<file path="config.mk">
export PLATFORM = sky130hd
export DESIGN_NAME = hist_eq_tile
export DESIGN_NICKNAME = d
export VERILOG_FILES = /design/src/rtl/hist_eq_pkg.sv /design/src/rtl/heq_cam_list.sv /design/src/rtl/heq_remap.sv /design/src/rtl/heq_pix_buf.sv /design/src/rtl/hist_eq_tile.sv
export SDC_FILE = /design/constraint.sdc
export NUM_CORES = 2
export LEC_CHECK = 0
export CAP_MARGIN = 15
export CORE_ASPECT_RATIO = 1.2
export CORE_MARGIN = 2
export CORE_UTILIZATION = 35
export CTS_CLUSTER_SIZE = 20
export DETAILED_ROUTE_END_ITERATION = 16
export PLACE_DENSITY_LB_ADDON = 0.25
export SLEW_MARGIN = 15
export SYNTH_ARGS = -nofsm -noshare
export SYNTH_HDL_FRONTEND = slang
export SYNTH_SLANG_ARGS = --single-unit
</file>
<file path="constraint.sdc">
create_clock -name clk_i -period 9.1 [get_ports clk_i]
set_input_delay 1.82 -clock clk_i [delete_from_list [all_inputs] [get_ports clk_i]]
set_output_delay 1.82 -clock clk_i [all_outputs]
set_load 0.02 [all_outputs]
</file>
<file path="src/rtl/hist_eq_pkg.sv">
package hist_eq_pkg;
  typedef enum logic [1:0] {
    ST_IDLE,
    ST_LOAD,
    ST_SCAN,
    ST_EMIT
  } heq_state_e;
endpackage

</file>
<file path="src/rtl/heq_cam_list.sv">
module heq_cam_list #(
  parameter int PIX_W = 8,
  parameter int DEPTH = 16,
  localparam int CNT_W = $clog2(DEPTH) + 1
) (
  input  logic             clk_i,
  input  logic             rst_ni,
  input  logic             clear_i,
  input  logic             ins_en_i,
  input  logic [PIX_W-1:0] ins_pix_i,
  input  logic             latch_i,
  input  logic [PIX_W-1:0] qry_pix_i,
  output logic [CNT_W-1:0] qry_cum_o,
  output logic [CNT_W-1:0] tot_o,
  output logic [PIX_W-1:0] min_o,
  output logic [PIX_W-1:0] max_o
);
  localparam logic [CNT_W-1:0] CNT_ONE = 1;

  logic [PIX_W-1:0] val_q   [DEPTH];
  logic [CNT_W-1:0] cnt_q   [DEPTH];
  logic [CNT_W-1:0] cum_q   [DEPTH];
  logic             vld_q   [DEPTH];
  logic [PIX_W-1:0] src_val [DEPTH];
  logic [CNT_W-1:0] src_cnt [DEPTH];
  logic             src_vld [DEPTH];
  logic [CNT_W-1:0] cum_c   [DEPTH];
  logic [DEPTH-1:0] match, below, prev_below, vld_vec;
  logic             hit;

  assign hit = |match;

  for (genvar k = 0; k < DEPTH; k++) begin : g_ent
    assign match[k]   = vld_q[k] && (val_q[k] == ins_pix_i);
    assign below[k]   = vld_q[k] && (val_q[k] < ins_pix_i);
    assign vld_vec[k] = vld_q[k];
    if (k == 0) begin : g_base
      assign prev_below[k] = 1'b1;
      assign src_val[k]    = '0;
      assign src_cnt[k]    = '0;
      assign src_vld[k]    = 1'b0;
      assign cum_c[k]      = cnt_q[k];
    end else begin : g_up
      assign prev_below[k] = below[k-1];
      assign src_val[k]    = val_q[k-1];
      assign src_cnt[k]    = cnt_q[k-1];
      assign src_vld[k]    = vld_q[k-1];
      assign cum_c[k]      = cum_c[k-1] + cnt_q[k];
    end

    always_ff @(posedge clk_i or negedge rst_ni) begin
      if (!rst_ni) begin
        val_q[k] <= '0;
        cnt_q[k] <= '0;
        vld_q[k] <= 1'b0;
        cum_q[k] <= '0;
      end else begin
        if (clear_i) begin
          vld_q[k] <= 1'b0;
          cnt_q[k] <= '0;
        end else if (ins_en_i) begin
          if (hit) begin
            if (match[k]) cnt_q[k] <= cnt_q[k] + CNT_ONE;
          end else if (!below[k]) begin
            if (prev_below[k]) begin
              // insertion slot
              val_q[k] <= ins_pix_i;
              cnt_q[k] <= CNT_ONE;
              vld_q[k] <= 1'b1;
            end else begin
              // shift up one slot
              val_q[k] <= src_val[k];
              cnt_q[k] <= src_cnt[k];
              vld_q[k] <= src_vld[k];
            end
          end
        end
        if (latch_i) cum_q[k] <= cum_c[k];
      end
    end
  end

  assign tot_o = cum_c[DEPTH-1];
  assign min_o = val_q[0];

  always_comb begin
    max_o = val_q[0];
    for (int k = 0; k < DEPTH; k++)
      if (vld_q[k]) max_o = val_q[k];
  end

  always_comb begin
    qry_cum_o = '0;
    for (int k = 0; k < DEPTH; k++)
      if (vld_q[k] && val_q[k] == qry_pix_i) qry_cum_o = cum_q[k];
  end

  for (genvar k = 0; k < DEPTH - 1; k++) begin : g_chk

    sorted_chk: assert property (@(posedge clk_i) disable iff (!rst_ni)
      vld_q[k+1] |-> (vld_q[k] && val_q[k] < val_q[k+1]));
  end


  new_entry_chk: assert property (@(posedge clk_i) disable iff (!rst_ni)
    (ins_en_i && !clear_i && !hit) |=> ($countones(vld_vec) == $countones($past(vld_vec)) + 1));


  repeat_entry_chk: assert property (@(posedge clk_i) disable iff (!rst_ni)
    (ins_en_i && !clear_i && hit) |=> $stable(vld_vec));
endmodule

</file>
<file path="src/rtl/heq_remap.sv">
module heq_remap #(
  parameter int PIX_W = 8,
  parameter int CNT_W = 5,
  parameter int SHIFT = 4
) (
  input  logic [PIX_W-1:0] min_i,
  input  logic [PIX_W-1:0] max_i,
  input  logic [CNT_W-1:0] cum_i,
  output logic [PIX_W-1:0] pix_o
);
  localparam int PW = PIX_W + 1 + CNT_W;
  localparam logic [PIX_W:0] ONE = 1;

  logic [PIX_W:0] rng, t_w, sum;
  logic [PW-1:0]  prod, shf;

  assign rng  = {1'b0, max_i} - {1'b0, min_i} + ONE;
  assign prod = {{CNT_W{1'b0}}, rng} * {{(PIX_W+1){1'b0}}, cum_i};
  assign shf  = prod >> SHIFT;
  assign t_w  = shf[PIX_W:0];
  assign sum  = {1'b0, min_i} + t_w - ONE;
  // clamp at the tile minimum
  assign pix_o = (t_w == '0) ? min_i : sum[PIX_W-1:0];
endmodule

</file>
<file path="src/rtl/heq_pix_buf.sv">
module heq_pix_buf #(
  parameter int PIX_W = 8,
  parameter int DEPTH = 16,
  localparam int IDX_W = $clog2(DEPTH)
) (
  input  logic             clk_i,
  input  logic             wr_en_i,
  input  logic [IDX_W-1:0] wr_idx_i,
  input  logic [PIX_W-1:0] wr_pix_i,
  input  logic [IDX_W-1:0] rd_idx_i,
  output logic [PIX_W-1:0] rd_pix_o
);
  logic [PIX_W-1:0] mem_q [DEPTH];

  always_ff @(posedge clk_i)
    if (wr_en_i) mem_q[wr_idx_i] <= wr_pix_i;

  assign rd_pix_o = mem_q[rd_idx_i];
endmodule

</file>
<file path="src/rtl/hist_eq_tile.sv">
module hist_eq_tile
  import hist_eq_pkg::*;
#(
  parameter int PIX_W  = 8,
  parameter int TILE_N = 16
) (
  input  logic             clk_i,
  input  logic             rst_ni,
  input  logic             start_i,
  input  logic             in_valid_i,
  input  logic [PIX_W-1:0] in_pix_i,
  output logic             in_ready_o,
  output logic             out_valid_o,
  output logic [PIX_W-1:0] out_pix_o,
  output logic             done_o
);
  localparam int IDX_W = $clog2(TILE_N);
  localparam int CNT_W = IDX_W + 1;
  localparam logic [IDX_W-1:0] LAST = IDX_W'(TILE_N - 1);
  localparam logic [IDX_W-1:0] IDX_ONE = 1;
  localparam logic [CNT_W-1:0] TOT = CNT_W'(TILE_N);

  heq_state_e       state_q;
  logic [IDX_W-1:0] in_idx_q, out_idx_q;
  logic             accept, clear, latch, emit;
  logic [PIX_W-1:0] rd_pix, min_v, max_v, map_pix;
  logic [CNT_W-1:0] qry_cum, tot;
  logic             out_valid_q, done_q;
  logic [PIX_W-1:0] out_pix_q;

  assign in_ready_o = (state_q == ST_LOAD);
  assign accept     = in_ready_o && in_valid_i;
  assign clear      = (state_q == ST_IDLE) && start_i;
  assign latch      = (state_q == ST_SCAN);
  assign emit       = (state_q == ST_EMIT);

  always_ff @(posedge clk_i or negedge rst_ni) begin
    if (!rst_ni) begin
      state_q   <= ST_IDLE;
      in_idx_q  <= '0;
      out_idx_q <= '0;
    end else begin
      unique case (state_q)
        ST_IDLE: if (start_i) begin
          state_q  <= ST_LOAD;
          in_idx_q <= '0;
        end
        ST_LOAD: if (in_valid_i) begin
          in_idx_q <= in_idx_q + IDX_ONE;
          if (in_idx_q == LAST) state_q <= ST_SCAN;
        end
        ST_SCAN: begin
          state_q   <= ST_EMIT;
          out_idx_q <= '0;
        end
        ST_EMIT: begin
          out_idx_q <= out_idx_q + IDX_ONE;
          if (out_idx_q == LAST) state_q <= ST_IDLE;
        end
        default: state_q <= ST_IDLE;
      endcase
    end
  end

  heq_pix_buf #(.PIX_W(PIX_W), .DEPTH(TILE_N)) u_buf (
    .clk_i    (clk_i),
    .wr_en_i  (accept),
    .wr_idx_i (in_idx_q),
    .wr_pix_i (in_pix_i),
    .rd_idx_i (out_idx_q),
    .rd_pix_o (rd_pix)
  );

  heq_cam_list #(.PIX_W(PIX_W), .DEPTH(TILE_N)) u_cam (
    .clk_i     (clk_i),
    .rst_ni    (rst_ni),
    .clear_i   (clear),
    .ins_en_i  (accept),
    .ins_pix_i (in_pix_i),
    .latch_i   (latch),
    .qry_pix_i (rd_pix),
    .qry_cum_o (qry_cum),
    .tot_o     (tot),
    .min_o     (min_v),
    .max_o     (max_v)
  );

  heq_remap #(.PIX_W(PIX_W), .CNT_W(CNT_W), .SHIFT(IDX_W)) u_map (
    .min_i (min_v),
    .max_i (max_v),
    .cum_i (qry_cum),
    .pix_o (map_pix)
  );

  always_ff @(posedge clk_i or negedge rst_ni) begin
    if (!rst_ni) begin
      out_valid_q <= 1'b0;
      out_pix_q   <= '0;
      done_q      <= 1'b0;
    end else begin
      out_valid_q <= emit;
      done_q      <= emit && (out_idx_q == LAST);
      if (emit) out_pix_q <= map_pix;
    end
  end

  assign out_valid_o = out_valid_q;
  assign out_pix_o   = out_pix_q;
  assign done_o      = done_q;


  done_chk: assert property (@(posedge clk_i) disable iff (!rst_ni)
    done_o |-> out_valid_o);


  range_chk: assert property (@(posedge clk_i) disable iff (!rst_ni)
    out_valid_o |-> (out_pix_o >= min_v && out_pix_o <= max_v));


  total_chk: assert property (@(posedge clk_i) disable iff (!rst_ni)
    latch |-> (tot == TOT));


  no_overlap_chk: assert property (@(posedge clk_i) disable iff (!rst_ni)
    !(in_ready_o && out_valid_o));


  latency_chk: assert property (@(posedge clk_i) disable iff (!rst_ni)
    $fell(in_ready_o) |-> ##2 out_valid_o);
endmodule

</file>
# Word level (Yosys, flattened, before mapping)
# Memories as Yosys holds them, arrays and structs flattened.
# Index checks and enable logic that the tools add are counted.
[totals] mem_bits_ro=0 in_bits=12 latchBits=0 n_memories=1 ramBits=128 ff_bits=324 elab_cells=572 out_inout_bits=11
[classes] n_div=0 n_lt_le_gt_ge=16 eq_ne=90 bitwise=18 mul=1 muxes=232 n_shift=0 addsub=37 reduce_logical=107
[mem_list] memory="u_buf.mem_q" words=16 width=8 rd=1 rd_clocked_by_memory_dff=0 write_ports=1 line="heq_pix_buf.sv:13" rtl="logic [PIX_W-1:0] mem_q [DEPTH];"
[op_table] operator="$mux W5" n=111
[op_table] operator="$eq A8 B8 Y1" n=32
[op_table] operator="$mux W8" n=31
[op_table] operator="$lt A8 B8 Y1" n=16
[op_table] operator="$reduce_and A3 Y1" n=33
[op_table] operator="$mux W1" n=81
[op_table] operator="$add A5 B1 Y5 const B" n=16
[op_table] operator="$add A5 B5 Y5" n=15
[op_table] operator="$reduce_and A4 Y1" n=17
[op_table] operator="$logic_and A1 B1 Y1" n=51
[op_table] operator="$ne A3 B2 Y1 const B" n=16
[op_table] operator="$ne A3 B3 Y1 const B" n=16
[op_table] operator="$ne A2 B2 Y1 const B" n=19
[op_table] operator="$not A1 Y1" n=18
[op_table] operator="$pmux W4 S2" n=2
[op_table] operator="$reduce_or A16 Y1" n=1
[op_table] operator="$mul A9 B5 Y13" n=1
[op_table] operator="$add A9 B1 Y9 const B" n=1
[op_table] operator="$logic_not A9 Y1" n=1
[op_table] operator="$sub A8 B8 Y9" n=1
[op_table] operator="$add A4 B1 Y4 const B" n=2
[op_table] operator="$add A8 B8 Y8" n=1
[op_table] operator="$eq A4 B4 Y1 const B" n=2
[op_table] operator="$mux W2" n=4
[op_table] operator="other kinds (8)" n=13

# Depth between registers and ports, before layout
# An unclocked memory read counts as a cell.
[logic_depth] ltp_word=23 depth_mapped=48 ltp_nobuf=45

# Modules after synthesis
# From an unflattened synthesis, not the netlist that was laid out.
[hier_totals] cells_unflattened=3246 hier_area_um2=31317.5
[by_module_without_submodules] module="heq_cam_list" cells_per_inst=2656 area_each_um2=22979.5 instances=1 seq_area_each_um2=7607.3
[by_module_without_submodules] module="heq_pix_buf" cells_per_inst=221 area_each_um2=4987.3 instances=1 seq_area_each_um2=3843.7
[by_module_without_submodules] module="heq_remap" cells_per_inst=283 area_each_um2=2362.3 instances=1 seq_area_each_um2=0.0
[by_module_without_submodules] module="hist_eq_tile" cells_per_inst=86 area_each_um2=988.4 instances=1 seq_area_each_um2=500.5

# Worst setup path before layout
# Ideal clock, no wire load.
[synth_path] path_type="flip-flop to flip-flop" start="register u_cam.cnt_q[70] in the netlist's numbering" end="register u_cam.cum_q[4] in the netlist's numbering" synth_period_minus_slack_ps=9669 path_stages_with_launch=24 path_buffers=0 setup_time_ps=77 required_ps=9023 t_arrival_ps=9591 path_slack_ps=-569 path_cell_list="dfrtp_1 > ha_1 > fa_1 > inv_1 > fa_1 > fa_1 > fa_1 > fa_1 > fa_1 > fa_1 > fa_1 > fa_1 > fa_1 > fa_1 > fa_1 > fa_1 > fa_1 > inv_1 > fa_1 > a21o_1 > a21oi_1 > xor2_1 > xnor3_1 > a21oi_1"
[synth_lines] element="start, declared" line="heq_cam_list.sv:21" rtl="logic [CNT_W-1:0] cnt_q [DEPTH];"
[synth_lines] element="start signal, assigned by index" line="heq_cam_list.sv:63" rtl="if (match[k]) cnt_q[k] <= cnt_q[k] + CNT_ONE;"
[synth_lines] element="start signal, assigned by index" line="heq_cam_list.sv:73" rtl="cnt_q[k] <= src_cnt[k];"
[synth_lines] element="end signal, assigned by index" line="heq_cam_list.sv:78" rtl="if (latch_i) cum_q[k] <= cum_c[k];"
[synth_lines] element="end, declared" line="heq_cam_list.sv:22" rtl="logic [CNT_W-1:0] cum_q [DEPTH];"

==> reports/qor.yml <==
synth_ff_type: "dfrtp_1"
drc: 0
viasPerCell: 5.554
grt_pass1_vias: 27612
netlist_area_um2: 32630
area_growth_pct: 21.96
setup_ws_ns: -0.3182
worst_pin_slew_ns: 1.257
root_buffer: "clkbuf_16"
violations: "negative setup slack"
fin_crit_ns: 9.418
holdBufCountCts: 0
yosysWarnings: 0
finalCritPeriodShare_pct: 103.5
mostFrequentLayoutCell: "buf_4"
grt_busiest_layer: "met2"
skew_ns: 0.03336
antenna_found_initial: 1
die_w_um: 282.7
finalWeightedCongestion: 0.9370
use_met1_pct: 29.76
use_met3_pct: 2.578
clkTransAtPathRegs_ns: 0.06
maxCapViolations: 0
run_status: "finished, violations left"
cp_data_arrival_time_ns: 9.97
final_cell_mix: "buf_4, a21oi_1, dfrtp_1, nor2_1, nand2_1"
synth_cells: 3471
yosysTopAreaCell: "dfrtp_1"
grt_pass1_wl_mm: 171.4
use_met2_pct: 40.25
cp-end-kind: "flop"
ys_seq_elements: 452
clock-sinks: 452
async_reset_ff_share_pct: 71.68
ys_types: 107
path_class: "flop to flop"
clock_latency_ns: 0.65
report.final.setup_viol: 3
critPathRequiredTime_ns: 9.65
grt_max_degree: 143
crit_path_start_kind: "flop"
avgRoutedWirePerCell_um: 22.53
maxSlewViolCount: 0
synth_top_area_share_pct: 24.85
io_pins: 23
ys_seq_area_share_pct: 36.63
via_count: 27989
synth_area_leaders: "dfrtp_1, edfxtp_1, ha_1"
cts_tree: "built"
rows: 122
hold_class: "flop to flop"
drive_gt1_share_pct: 20.83
first_pass_iters: 6
start_util_pct: 35.33
grt-ovfl-total: 0
core_area_um2: 92350
die_h_um: 338.5
syn-num-nets: 3780
fmax_mhz: 106.2
cts_made_buffers: 51
rsz0062_at_grt: "yes"
drt_iter0_markers: 2323
cts.path.max_buffers: 3
routed_wl_mm: 113.5
port_buffers: 22
antenna_left: 0
utilization_pct: 43.08
hold_viol: 0
htreeDepth: 2
avgSynthCellArea_um2: 9.399
grt_usage_pct: 23.40
slew_headroom_pct: 15.56
dp_hpwl_mm: 81.44
die_area_um2: 95680
cp_max_fo: 3
nets: 4066
synth-edff-count: 128
==> metrics by stage <==
| step | instance area, um^2 | hold WS [ns] | TNS [ns] | setup WS [ns] | std cells |
|---|---|---|---|---|---|
| final | 39790 | 0.5002 | -0.6382 | -0.3182 | 5039 |
| after global routing | 39780 | 0.5171 | -1.408 | -0.5399 | 5037 |
| after CTS | 38490 | 0.5014 | -1.424 | -0.5066 | 4998 |
| after detailed placement | 36320 | 0.4877 | -2.468 | -0.6558 | 4893 |
| after global placement | 36320 | 0.4856 | -2.187 | -0.5793 | 4893 |
| after floorplan | 32630 | 0.4716 | 0 | 0.02132 | 3471 |
==> cells by family after synthesis <==
logic type | after synthesis | synth area share, %
buffers and inverters | 337 | 4.349
DFF | 452 | 36.63
muxes | 227 | 7.747
xor gates and xnor gates | 189 | 5.292
and+or+nand+nor | 1052 | 16.03
adders and majority gates | 297 | 12.22
AOI/OAI and AO/OA | 917 | 17.73
==> cell usage after synthesis (all sizes together), types with 8 or more instances <==
| library cell | instances |
|---|---|
| inv | 161 |
| nand4 | 47 |
| mux4 | 11 |
| nor3 | 65 |
| fa | 36 |
| xor2 | 28 |
| o21a | 49 |
| a22oi | 43 |
| and3 | 29 |
| buf | 41 |
| nor3b | 11 |
| o31ai | 22 |
| or4 | 8 |
| and2 | 46 |
| nor2b | 54 |
| a211oi | 8 |
| mux2 | 68 |
| clkbuf | 134 |
| xnor2 | 158 |
| dfrtp | 324 |
| a211o | 10 |
| edfxtp | 128 |
| nor4 | 18 |
| a22o | 19 |
| o21ai | 212 |
| nand2b | 48 |
| o211ai | 23 |
| o41ai | 9 |
| a31oi | 19 |
| a21o | 65 |
| nor2 | 297 |
| a21boi | 13 |
| nand3b | 23 |
| a21oi | 345 |
| ha | 261 |
| or3 | 24 |
| a32oi | 13 |
| nand3 | 121 |
| mux2i | 148 |
| nand2 | 241 |
==> per-layer routing <==
layer	vias up	share of wire (%)
met3	260	4.9
met1	13780	42
met5	-	0
li1	13118	-
met4	0	4.6
met2	831	49
==> final cells by class <==
type	instances	area [um^2]
antenna	2	5.005
clock buffer	72	1475
clock inverter	21	297.8
fill	8884	52560
inverter	162	608.1
multi-input combinational	2682	20450
sequential	452	11960
tap	1240	1551
timing repair buffer	408	3443
==> state kept, by name (all words and copies together), names as in the netlist <==
name           count
out_idx_q          4
u_cam.val_q        8
u_cam.vld_q        1
u_cam.src_vld     15
done_o             1
state_q            2
u_buf.mem_q      128
out_valid_o        1
u_cam.cum_q       80
u_cam.src_val    112
u_cam.min_o        8
out_pix_o          8
u_cam.cnt_q       80
in_idx_q           4
==> worst paths after layout <==
check | from | endpoint | slack, ns | cells past startpoint
max in group asynchronous | rst_ni | u_cam.src_vld[13]$_DFFE_PN0P_ | 6.52 | 2
setup reg to reg | u_cam.cnt_q[75]$_DFFE_PN0P_ | u_cam.cum_q[4]$_DFFE_PN0P_ | -0.32 | 23
setup / recovery | u_cam.cnt_q[75]$_DFFE_PN0P_ | u_cam.cum_q[4]$_DFFE_PN0P_ | -0.32 | 23
min in group asynchronous | rst_ni | u_cam.cnt_q[3]$_DFFE_PN0P_ | 1.17 | 1
hold / removal | u_cam.cum_q[0]$_DFFE_PN0P_ | u_cam.cum_q[0]$_DFFE_PN0P_ | 0.50 | 1
hold reg to reg | u_cam.cum_q[0]$_DFFE_PN0P_ | u_cam.cum_q[0]$_DFFE_PN0P_ | 0.50 | 1
==> worst max-delay path, stage by stage, from the launching register on <==
cell and delay (ns):
dfrtp_1 0.38, ha_2 0.20, fa_2 0.57, inv_2 0.05, fa_2 0.57, fa_2 0.48
fa_2 0.58, fa_2 0.48, fa_2 0.57, fa_2 0.47, fa_2 0.58, fa_2 0.47
fa_2 0.58, fa_2 0.47, fa_2 0.60, fa_2 0.50, fa_2 0.58, inv_2 0.05
fa_2 0.34, a21o_1 0.17, a21oi_2 0.14, xor2_1 0.17, xnor3_1 0.22, a21oi_1 0.12
==> timing repair <==
action                                  CTS  global route
endpoints found under the setup margin   12            16
pin swaps                                68           113
buffers inserted                         12            38
gates cloned                              0             3
gates resized for setup                  86           173
Power is left out: the tool's default activity adds up to more than one toggle a clock period on the data nets, which glitch-free logic cannot reach.
